===== src/rtl/tin_edge_counter.sv =====
module tin_edge_counter #(
  parameter int CNT_W = 16,
  parameter int PRE_W = 15,
  parameter int SEL_W = 4
) (
  input  logic             clk,
  input  logic             rst_n,
  input  logic             pin_in,
  input  logic [SEL_W-1:0] prescale_sel,
  input  logic             filt_en,
  input  logic [1:0]       edge_sel,
  input  logic             start_wr,
  input  logic             stop_wr,
  output logic             run,
  output logic             cnt_pulse,
  output logic [CNT_W-1:0] count
);

  logic [1:0]       sync_q;
  logic [PRE_W-1:0] pre_cnt;
  logic             smp, smp2, filt, lvl_d;
  logic             hit;

  wire [PRE_W-1:0] pre_mask = (PRE_W'(1) << prescale_sel) - PRE_W'(1);
  wire             tick     = &(pre_cnt | ~pre_mask);
  wire             lvl      = filt_en ? filt : smp;
  wire             rise     = lvl & ~lvl_d;
  wire             fall     = ~lvl & lvl_d;

  always_comb begin
    case (edge_sel)
      2'b00:   hit = rise;
      2'b01:   hit = fall;
      default: hit = rise | fall;
    endcase
  end

  always_ff @(posedge clk or negedge rst_n) begin
    if (!rst_n) begin
      sync_q  <= '0;
      pre_cnt <= '0;
      smp     <= 1'b0;
      smp2    <= 1'b0;
      filt    <= 1'b0;
      lvl_d   <= 1'b0;
    end else begin
      sync_q  <= {sync_q[0], pin_in};
      pre_cnt <= pre_cnt + PRE_W'(1);
      if (tick) begin
        smp   <= sync_q[1];
        smp2  <= smp;
        if (smp == smp2) filt <= smp;
        lvl_d <= lvl;
      end
    end
  end

  always_ff @(posedge clk or negedge rst_n) begin
    if (!rst_n) begin
      run       <= 1'b0;
      cnt_pulse <= 1'b0;
      count     <= '0;
    end else begin
      if (stop_wr)       run <= 1'b0;
      else if (start_wr) run <= 1'b1;
      cnt_pulse <= tick & run & hit;
      if (cnt_pulse) count <= count + CNT_W'(1);
    end
  end

  assert_stop_wins_R2: assert property (@(posedge clk) disable iff (!rst_n)
    stop_wr |=> !run);
  assert_start_arms_R2: assert property (@(posedge clk) disable iff (!rst_n)
    (start_wr && !stop_wr) |=> run);
  assert_pulse_needs_run_R3: assert property (@(posedge clk) disable iff (!rst_n)
    cnt_pulse |-> $past(run));
  assert_count_step_R6: assert property (@(posedge clk) disable iff (!rst_n)
    cnt_pulse |=> (count == $past(count) + CNT_W'(1)));
  assert_count_hold_R6: assert property (@(posedge clk) disable iff (!rst_n)
    !cnt_pulse |=> $stable(count));
  assert_pulse_after_tick_R9: assert property (@(posedge clk) disable iff (!rst_n)
    cnt_pulse |-> $past(tick));

endmodule


===== config.mk =====
export PLATFORM = sky130hd
export DESIGN_NAME = tin_edge_counter
export DESIGN_NICKNAME = d
export VERILOG_FILES = /design/src/rtl/tin_edge_counter.sv
export SDC_FILE = /design/constraint.sdc
export NUM_CORES = 1
export LEC_CHECK = 0
export BUFFER_PORTS_ARGS = -buffer_cell sky130_fd_sc_hd__buf_2
export CAP_MARGIN = 20
export CORE_ASPECT_RATIO = 0.5
export CORE_MARGIN = 5
export CORE_UTILIZATION = 60
export CTS_CLUSTER_SIZE = 10
export DETAILED_ROUTE_END_ITERATION = 7
export PLACE_DENSITY = 0.84
export SLEW_MARGIN = 10
export SYNTH_ARGS = -nofsm -noshare
export SYNTH_HDL_FRONTEND = slang
export SYNTH_SLANG_ARGS = --single-unit

===== constraint.sdc =====
create_clock -name clk -period 4.64 [get_ports clk]
set_input_delay 0.232 -clock clk [delete_from_list [all_inputs] [get_ports clk]]
set_output_delay 0.232 -clock clk [all_outputs]
set_load 0.02 [all_outputs]

---- Word level (Yosys, flattened, before mapping) ----
Index checks and enable logic that the tools add are counted.
storage, ports and cells
  flip-flop bits (word level) ............. 39
cells by class
  add/sub/neg operators ................... 3
  equal/unequal tests ..................... 2
  shift operators ......................... 1
  mux-type cells .......................... 4
  bitwise logic cells ..................... 9
  reductions and logical operators ........ 4
operators by type and width
  kind                   number
  $add 16x1->16 const B  1
  $reduce_and 16->1      1
  $add 15x1->15 const B  1
  $not 15->15            1
  $or 15x15->15          1
  $reduce_and 15->1      1
  $shl 1x4->15 const A   1
  $sub 15x2->15 const B  1
  $and 1x1->1            4
  $mux 1                 3
  $eq 2x1->1 const B     1
  $logic_not 2->1        1
  $not 1->1              2
  $pmux 1 s2             1
  $reduce_bool 2->1      1
  $eq 1x1->1             1
  $or 1x1->1             1

---- Longest topological paths before layout ----
Gate-level depths: netlist of run 1.
  depth after elaboration ................. 7
  mapped depth ............................ 13
  depth with buffers taken out ............ 10

---- Worst setup path after synthesis of run 1 ----
No wires, ideal clock.
  path type ............................... input-to-reg
  start ................................... in prescale_sel[2]
  end ..................................... reg smp
  setup time .............................. 125 ps
  arrival time ............................ 2470 ps
  slack ................................... 2045 ps
  stages on the path ...................... 13
  path through ............................ clkbuf_1 > or2_2 > nor2_1 > nand2b_1 > ha_1 > buf_4 > or3_4 > a211oi_2 > a31oi_1 > and4_4 > and3_1 > buf_6 > mux2_4
on the way
  cells in the longest elaborated chain, start to end .. 5
ends and longest elaborated chain
  item                  RTL line  RTL
  from (decl)           9         input logic [SEL_W-1:0] prescale_sel,
  $shl 1x4->15          24        wire [PRE_W-1:0] pre_mask = (PRE_W'(1) << prescale_sel) - PRE_W'(1);
  $sub 15x2->15         24
  $not 15->15           25        wire tick = &(pre_cnt | ~pre_mask);
  $or 15x15->15         25
  $reduce_and 15->1     25
  to (signal assigned)  50        smp <= sync_q[1];
  to (decl)             21        logic smp, smp2, filt, lvl_d;
No other way between the ends.
A chain may end at the register's enable or synchronous reset.

---- Worst setup path after layout of run 1 ----
  start ................................... in prescale_sel[3]
  end ..................................... reg smp2
on the way
  cells in the longest elaborated chain, start to end .. 5
ends and longest elaborated chain
  item                  RTL line  RTL
  $shl 1x4->15          24
  $sub 15x2->15         24
  $not 15->15           25
  $or 15x15->15         25
  $reduce_and 15->1     25
  to (signal assigned)  51        smp2 <= smp;
  to (decl)             21
No other way between the ends.

==> results of run 1 <==
==> per-layer routing <==
layer	vias to the layer above	track usage, %	share of wire [%]
li1	684	-	-
met2	69	26.9	44
met3	2	6.12	7.5
met5	-	0	0
met4	0	4.46	0.77
met1	683	24.8	47
==> cell families after synthesis <==
family | count (synthesis)
mux | 5
compound gates | 20
fa+ha+maj | 5
buf+inv | 13
xor+xnor | 28
simple gates | 68
flops | 39
==> sequential cells by signal, summed over array words and instances (netlist names) <==
register and count:
lvl_d 1, count 16, run 1, filt 1, sync_q 2, smp 1, cnt_pulse 1, smp2 1
pre_cnt 15
==> layout by cell type, fill, tap and decap left out, types with 2 or more instances in the layout <==
cell       netlist  routed
a21oi_1          3       3
a31oi_1          2       2
and2_1           2       2
and3_1           9       9
and4_1           3       3
buf_2            1      29
bufinv_16        0       2
clkbuf_8         0       5
dfrtp_1         39      39
ha_1             5       5
inv_1            7       7
mux2_2           2       2
mux2_4           2       2
nand2_1         14      14
nand2b_1         4       4
nand3_1         12      12
nand4_1          4       4
nor2_1           9       9
nor2b_1          2       2
nor4_1           3       3
o21ai_0          3       3
o21bai_1         2       2
xnor2_1         22      22
xor2_1           6       6
==> power by group through the flow <==
stage                     Sequential (uW)  Combinational [uW]  Clock [uW]
after CTS                             347                42.8         335
after floorplan                       354                26.1           0
after global routing                  347                48.4         356
final                                 347                42.7         331
after detailed placement              353                42.0           0
after global placement                353                40.1           0
==> path summary, 6_finish.rpt <==
kind | from | endpoint | slack (ns) | cells after the start
max | prescale_sel[3] | smp2 | 2.15 | 10
min | rst_n | pre_cnt[1] | 0.04 | 1
max reg2reg | pre_cnt[0] | smp2 | 2.61 | 5
min reg2reg | sync_q[0] | sync_q[1] | 0.37 | 0
max in group asynchronous | rst_n | sync_q[0] | 4.08 | 1
min in group clk | pin_in | sync_q[0] | 0.06 | 1
==> critical path, cell delays in order <==
cell,delay [ns]
buf_2,0.16
or2_2,0.33
nor2_1,0.14
nand2b_1,0.08
ha_1,0.30
nand2b_1,0.13
o2111ai_1,0.15
a2111oi_2,0.43
and3_1,0.38
mux2_4,0.33
==> area by class of cell <==
class	count	area [um^2]	area share, %
clock buffers	6	72.6	3.26
clock inverters	2	60.1	2.70
inverters	7	26.3	1.18
multi-input cells	126	896	40.2
flip-flops and latches	39	976	43.8
well taps	40	50.0	2.25
repair buffers	29	145	6.52
==> metrics by stage <==
stage	setup slack (ns)	std cells
2_1_floorplan	2.05	178
4_1_cts	2.21	249
3_3_place_gp	2.01	241
5_1_grt	2.05	249
6_report	2.15	249
3_5_place_dp	1.92	241
==> flow_summary_export.csv, run 1 <==
group,metric,value,unit
sta,period_share,53.7,%
clock_network,numCtsBuffers,5,
logic_synthesis,synth_compound_area_share,7.84,%
finish,fillerInstances,219,
clock_network,cts_root_buf,"clkbuf_8",
logic_synthesis,synth-edff-count,0,
die,rows,14,
grt,grtUsageTotal,17.8,%
logic_synthesis,synth_nets,195,
power,p_comb_share,5.9,%
grt,antenna_found_initial,0,
clock_network,clk-insertion-delay-late,0.29,ns
finish,final_core_util,72.6,%
grt,grt_pass1_wl,6510,um
detailed_routing,vias,1438,
clock_network,cts.hold.buffers_added,0,
clock_network,htreeDepth,2,
critical_path,cp_max_fo,9,
die,core,3070,um^2
logic_synthesis,yosysSeqAreaShare,50.1,%
logic_synthesis,syn_area,1950,um^2
critical_path,path_class,"input port to register",
sta,clock_skew,0.00698,ns
power,seqPwrFrac,48.2,%
sta,rsz0062_at_grt,"no",
detailed_routing,dr.first_iter.drc_count,93,
power,power.total,721,uW
die,fp.dieW,90.6,um
critical_path,cp.required,4.81,ns
logic_synthesis,synthTopCellsByCount,"dfrtp_1 (39), xnor2_1 (22), nand2_1 (14)",
sta,slew_headroom,44.9,%
power,power.switching,146,uW
clock_network,cts_setup_buffers,0,
detailed_routing,antenna_left,0,
outcome,status,"finished, final reports clean",
logic_synthesis,synth_area_per_cell,10.9,um^2
detailed_routing,drc,0,
critical_path,cp-start-kind,"input port",
logic_synthesis,muxShareOfSynthArea,3.21,%
sta,hold_ws,0.0441,ns
power,vdd_ir_drop_max,0.178,mV
finish,nets,225,
detailed_routing,wl_per_cell,15.1,um
sta,worst_pin_slew,0.826,ns
placement,hpwl,2620,um
clock_network,clock_sinks,39,
grt,gr-total-overflow,0,
logic_synthesis,synth_top_area_cell,"dfrtp_1",
power,netSwitchingFraction,20.3,%
critical_path,end_kind,"register",
sta,layout_min_cycle_time,2.49,ns
detailed_routing,wl,3770,um
sta,setup_viol,0,
power,power.density,324,nW/um^2
finish,diodes,0,
clock_network,cts_tree,"built",
logic_synthesis,synth-main-ff-cell,"dfrtp_1",
die,ios,30,
placement,place_area,2090,um^2
logic_synthesis,synth-simple-area-share,19.1,%
power,intPower,574,uW
detailed_routing,post_drt_via_cell_ratio,5.78,
sta,timing.final.max_slew_violations,0,
die,die_y,50.3,um
sta,fin_tns_setup,0,ns
power,power_frac_clock,45.9,%
sta,fmax,401,MHz
die,start_util,63.6,%
die,fp.dieArea,4560,um^2
logic_synthesis,yosysWarnings,0,
placement,place.gp.congestion,0.863,
min_path,min_path_type,"input port to asynchronous set/reset pin",
clock_network,path_clk_slew,0.07,ns
logic_synthesis,synthCells,178,
logic_synthesis,synthTopCellsByArea,"dfrtp_1 (50%), xnor2_1 (9.9%), ha_1 (3.2%)",
logic_synthesis,synth-xor-area-share,12.6,%
clock_network,cts_resized,0,
finish,area_growth,14.3,%
logic_synthesis,synth-seq-cells,39,
power,leakage,0.00111,uW
grt,grt_pass1_vias,1350,
placement,io_buffers,29,
grt,grt_max_degree,40,
logic_synthesis,synth_cell_types,42,
finish,finalInstanceArea,2230,um^2
logic_synthesis,synth.top_cell.area_share,50.1,%
finish,drive_gt1_share,22.5,%
detailed_routing,drtPass1Iterations,4,
job,drv_cap,0,
logic_synthesis,synth.most_common_cell,"dfrtp_1",
logic_synthesis,synth_top_family_by_area,"simple AND/OR/NAND/NOR gates",
sta,finalHoldViolations,0,
logic_synthesis,synthAdderAreaFrac,3.21,%
logic_synthesis,async_reset_ff_share,100,%
clock_network,clk_path_buf_depth,2,
critical_path,cp.arrival,2.66,ns
Note: power is estimated with default switching activity, not from simulation.
==> run 2, diff against run 1 <==
--- a/config.mk
+++ b/config.mk
@@ -9,10 +9,10 @@
 export CAP_MARGIN = 20
 export CORE_ASPECT_RATIO = 0.5
 export CORE_MARGIN = 5
-export CORE_UTILIZATION = 60
+export CORE_UTILIZATION = 50
 export CTS_CLUSTER_SIZE = 10
 export DETAILED_ROUTE_END_ITERATION = 7
-export PLACE_DENSITY = 0.84
+export PLACE_DENSITY = 0.74
 export SLEW_MARGIN = 10
 export SYNTH_ARGS = -nofsm -noshare
 export SYNTH_HDL_FRONTEND = slang
==> constraint.sdc (replaced) <==
create_clock -name clk -period 2.2 [get_ports clk]
set_input_delay 0.11 -clock clk [delete_from_list [all_inputs] [get_ports clk]]
set_output_delay 0.11 -clock clk [all_outputs]
set_load 0.02 [all_outputs]
==> run 2 against run 1 <==
Against the previous run:
- clock skew is 0.00088 ns lower
- critical path depth stayed put
- register-to-register slack worse by 2.3 ns
- core utilization is 13 points lower
- first-iteration DRC count is 60% lower
- cell count is 9.6% higher
- hold slack worse by 0.0080 ns
- non-clock buffer count is 10 higher
- critical endpoint is now smp
==> flow_summary_export.csv, run 2 (synthesis results as in run 1) <==
group,metric,value,unit
outcome,status,"finished, final reports clean",
finish,fillerInstances,333,
power,power.total,1310,uW
detailed_routing,antenna_left,0,
min_path,hold_depth,3,
critical_path,reg2reg_from,"pre_cnt[4]",
min_path,min_from,"start_wr",
critical_path,cp_max_fo,5,
critical_path,r2r_end,"smp",
finish,reg_top3,"count x16, pre_cnt x15, sync_q x2",
die,ios,30,
critical_path,cp.arrival,2.09,ns
finish,drive_gt1_share,26.0,%
grt,grt_max_degree,40,
die,rows,16,
die,start_util,50.9,%
critical_path,end_kind,"register",
sta,worst_pin_slew,0.856,ns
detailed_routing,dr.first_iter.drc_count,37,
die,fp.dieArea,5320,um^2
min_path,min_path_type,"input port to register",
clock_network,path_clk_slew,0.08,ns
finish,finalInstanceArea,2290,um^2
clock_network,cts_root_buf,"clkbuf_8",
power,power.density,571,nW/um^2
power,vdd_ir_drop_max,0.305,mV
finish,largest_reg_flops,16,
detailed_routing,wl_per_cell,14.2,um
critical_path,r2r_cells,5,
sta,timing.final.max_slew_violations,0,
finish,area_growth,17.6,%
sta,setup_viol,0,
critical_path,cpPeakStageDelay,0.43,ns
power,leakage,0.00113,uW
finish,top_register,"count",
critical_path,path_class,"input port to register",
placement,io_buffers,29,
detailed_routing,drtPass1Iterations,4,
die,fp.dieW,98.3,um
clock_network,clk-insertion-delay-late,0.29,ns
critical_path,cp.required,2.38,ns
finish,nets,235,
detailed_routing,vias,1424,
grt,gr-total-overflow,0,
critical_path,cp_cell_sequence,"buf_2 -> or2_4 -> nor2_2 -> nand2b_1 -> ha_2 -> nand2b_1 -> o2111ai_1 -> a2111oi_2 -> and3_4 -> mux2_4",
sta,layout_min_cycle_time,1.92,ns
clock_network,numCtsBuffers,5,
sta,clock_skew,0.00610,ns
die,core,3820,um^2
sta,finalHoldViolations,0,
min_path,whs_endpoint,"run",
grt,grtUsageTotal,16.3,%
sta,period_share,87.1,%
sta,fmax,522,MHz
clock_network,cts_tree,"built",
job,drv_cap,0,
clock_network,clock_sinks,39,
critical_path,r2r_slack,0.35,ns
finish,mostFrequentLayoutCells,"dfrtp_1 (39), buf_2 (29), xnor2_1 (22)",
detailed_routing,drc,0,
sta,slew_headroom,43.0,%
clock_network,clk_path_buf_depth,2,
sta,rsz0062_at_grt,"no",
critical_path,crit_start,"prescale_sel[3]",
die,die_y,54.1,um
finish,final_common_cell,"dfrtp_1",
grt,antenna_found_initial,0,
critical_path,slowest_stage,"a2111oi_2",
placement,place_area,2180,um^2
clock_network,htreeDepth,2,
detailed_routing,post_drt_via_cell_ratio,5.22,
detailed_routing,wl,3880,um
critical_path,cp-start-kind,"input port",
grt,grt_pass1_vias,1429,
grt,grt_pass1_wl,6760,um
finish,diodes,0,
critical_path,cp_common_cell,"nand2b_1",
placement,place.gp.congestion,0.889,
placement,hpwl,2840,um
==> run 2: worst max path at each step <==
stage | end | slack [ns]
floorplan | smp | -0.11
global placement | smp | 0.02
detailed placement | smp | -0.02
CTS | smp | 0.28
global route | smp2 | 0.14
finish | smp | 0.28
==> run 2: repair_timing <==
| item | CTS | global route |
|---|---|---|
| resized for setup | 0 | 0 |
| hold buffers | 3 | 0 |
| buffers inserted | 0 | 0 |
| hold endpoints to repair | 41 | 0 |
==> run 2: critical path: cells and delay by family <==
| kind | cells | cell delay, ns |
|---|---|---|
| simple gates | 5 | 0.78 |
| compound gates | 2 | 0.57 |
| mux | 1 | 0.31 |
| fa+ha+maj | 1 | 0.21 |
| buf+inv | 1 | 0.10 |
==> run 2: layout make-up <==
| cell class | instances | area, um^2 | area share [%] |
|---|---|---|---|
| Sequential cell | 39 | 976 | 42.6 |
| Multi-Input combinational cell | 126 | 908 | 39.7 |
| Clock buffer | 6 | 72.6 | 3.17 |
| Clock inverter | 2 | 12.5 | 0.546 |
| Timing Repair Buffer | 39 | 228 | 9.94 |
| Inverter | 7 | 26.3 | 1.15 |
| Tap cell | 54 | 67.6 | 2.95 |
==> run 2: power by group <==
group          switching (uW)  total [uW]  internal, uW  leakage [uW]
combinational            58.3         102          43.2      0.000574
clock                     254         475           222     0.0000412
sequential               6.31         731           725      0.000515
total                     318        1310           990       0.00113
==> run 2: metrics by stage <==
step           util, %  hold slack, ns  cells  worst slack [ns]  setup TNS (ns)
4_1_cts           59.9          0.0294    273             0.280               0
2_1_floorplan        -          -0.186    178            -0.107          -0.215
3_3_place_gp      56.9           0.218    262            0.0223               0
6_report          59.9          0.0361    273             0.283               0
3_5_place_dp      56.9           0.222    262           -0.0236         -0.0377
5_1_grt           59.9          0.0373    273             0.140               0
==> run 2: metal layers <==
metal  share of wire (%)  wire (um)  vias up  track usage, %
met5                   0          0        -               0
met2                  46       1770       23            27.3
met1                  49       1900      693            21.3
met4                 1.1         44        0            4.76
met3                 4.3        165        5            4.40
li1                    -          -      703               -
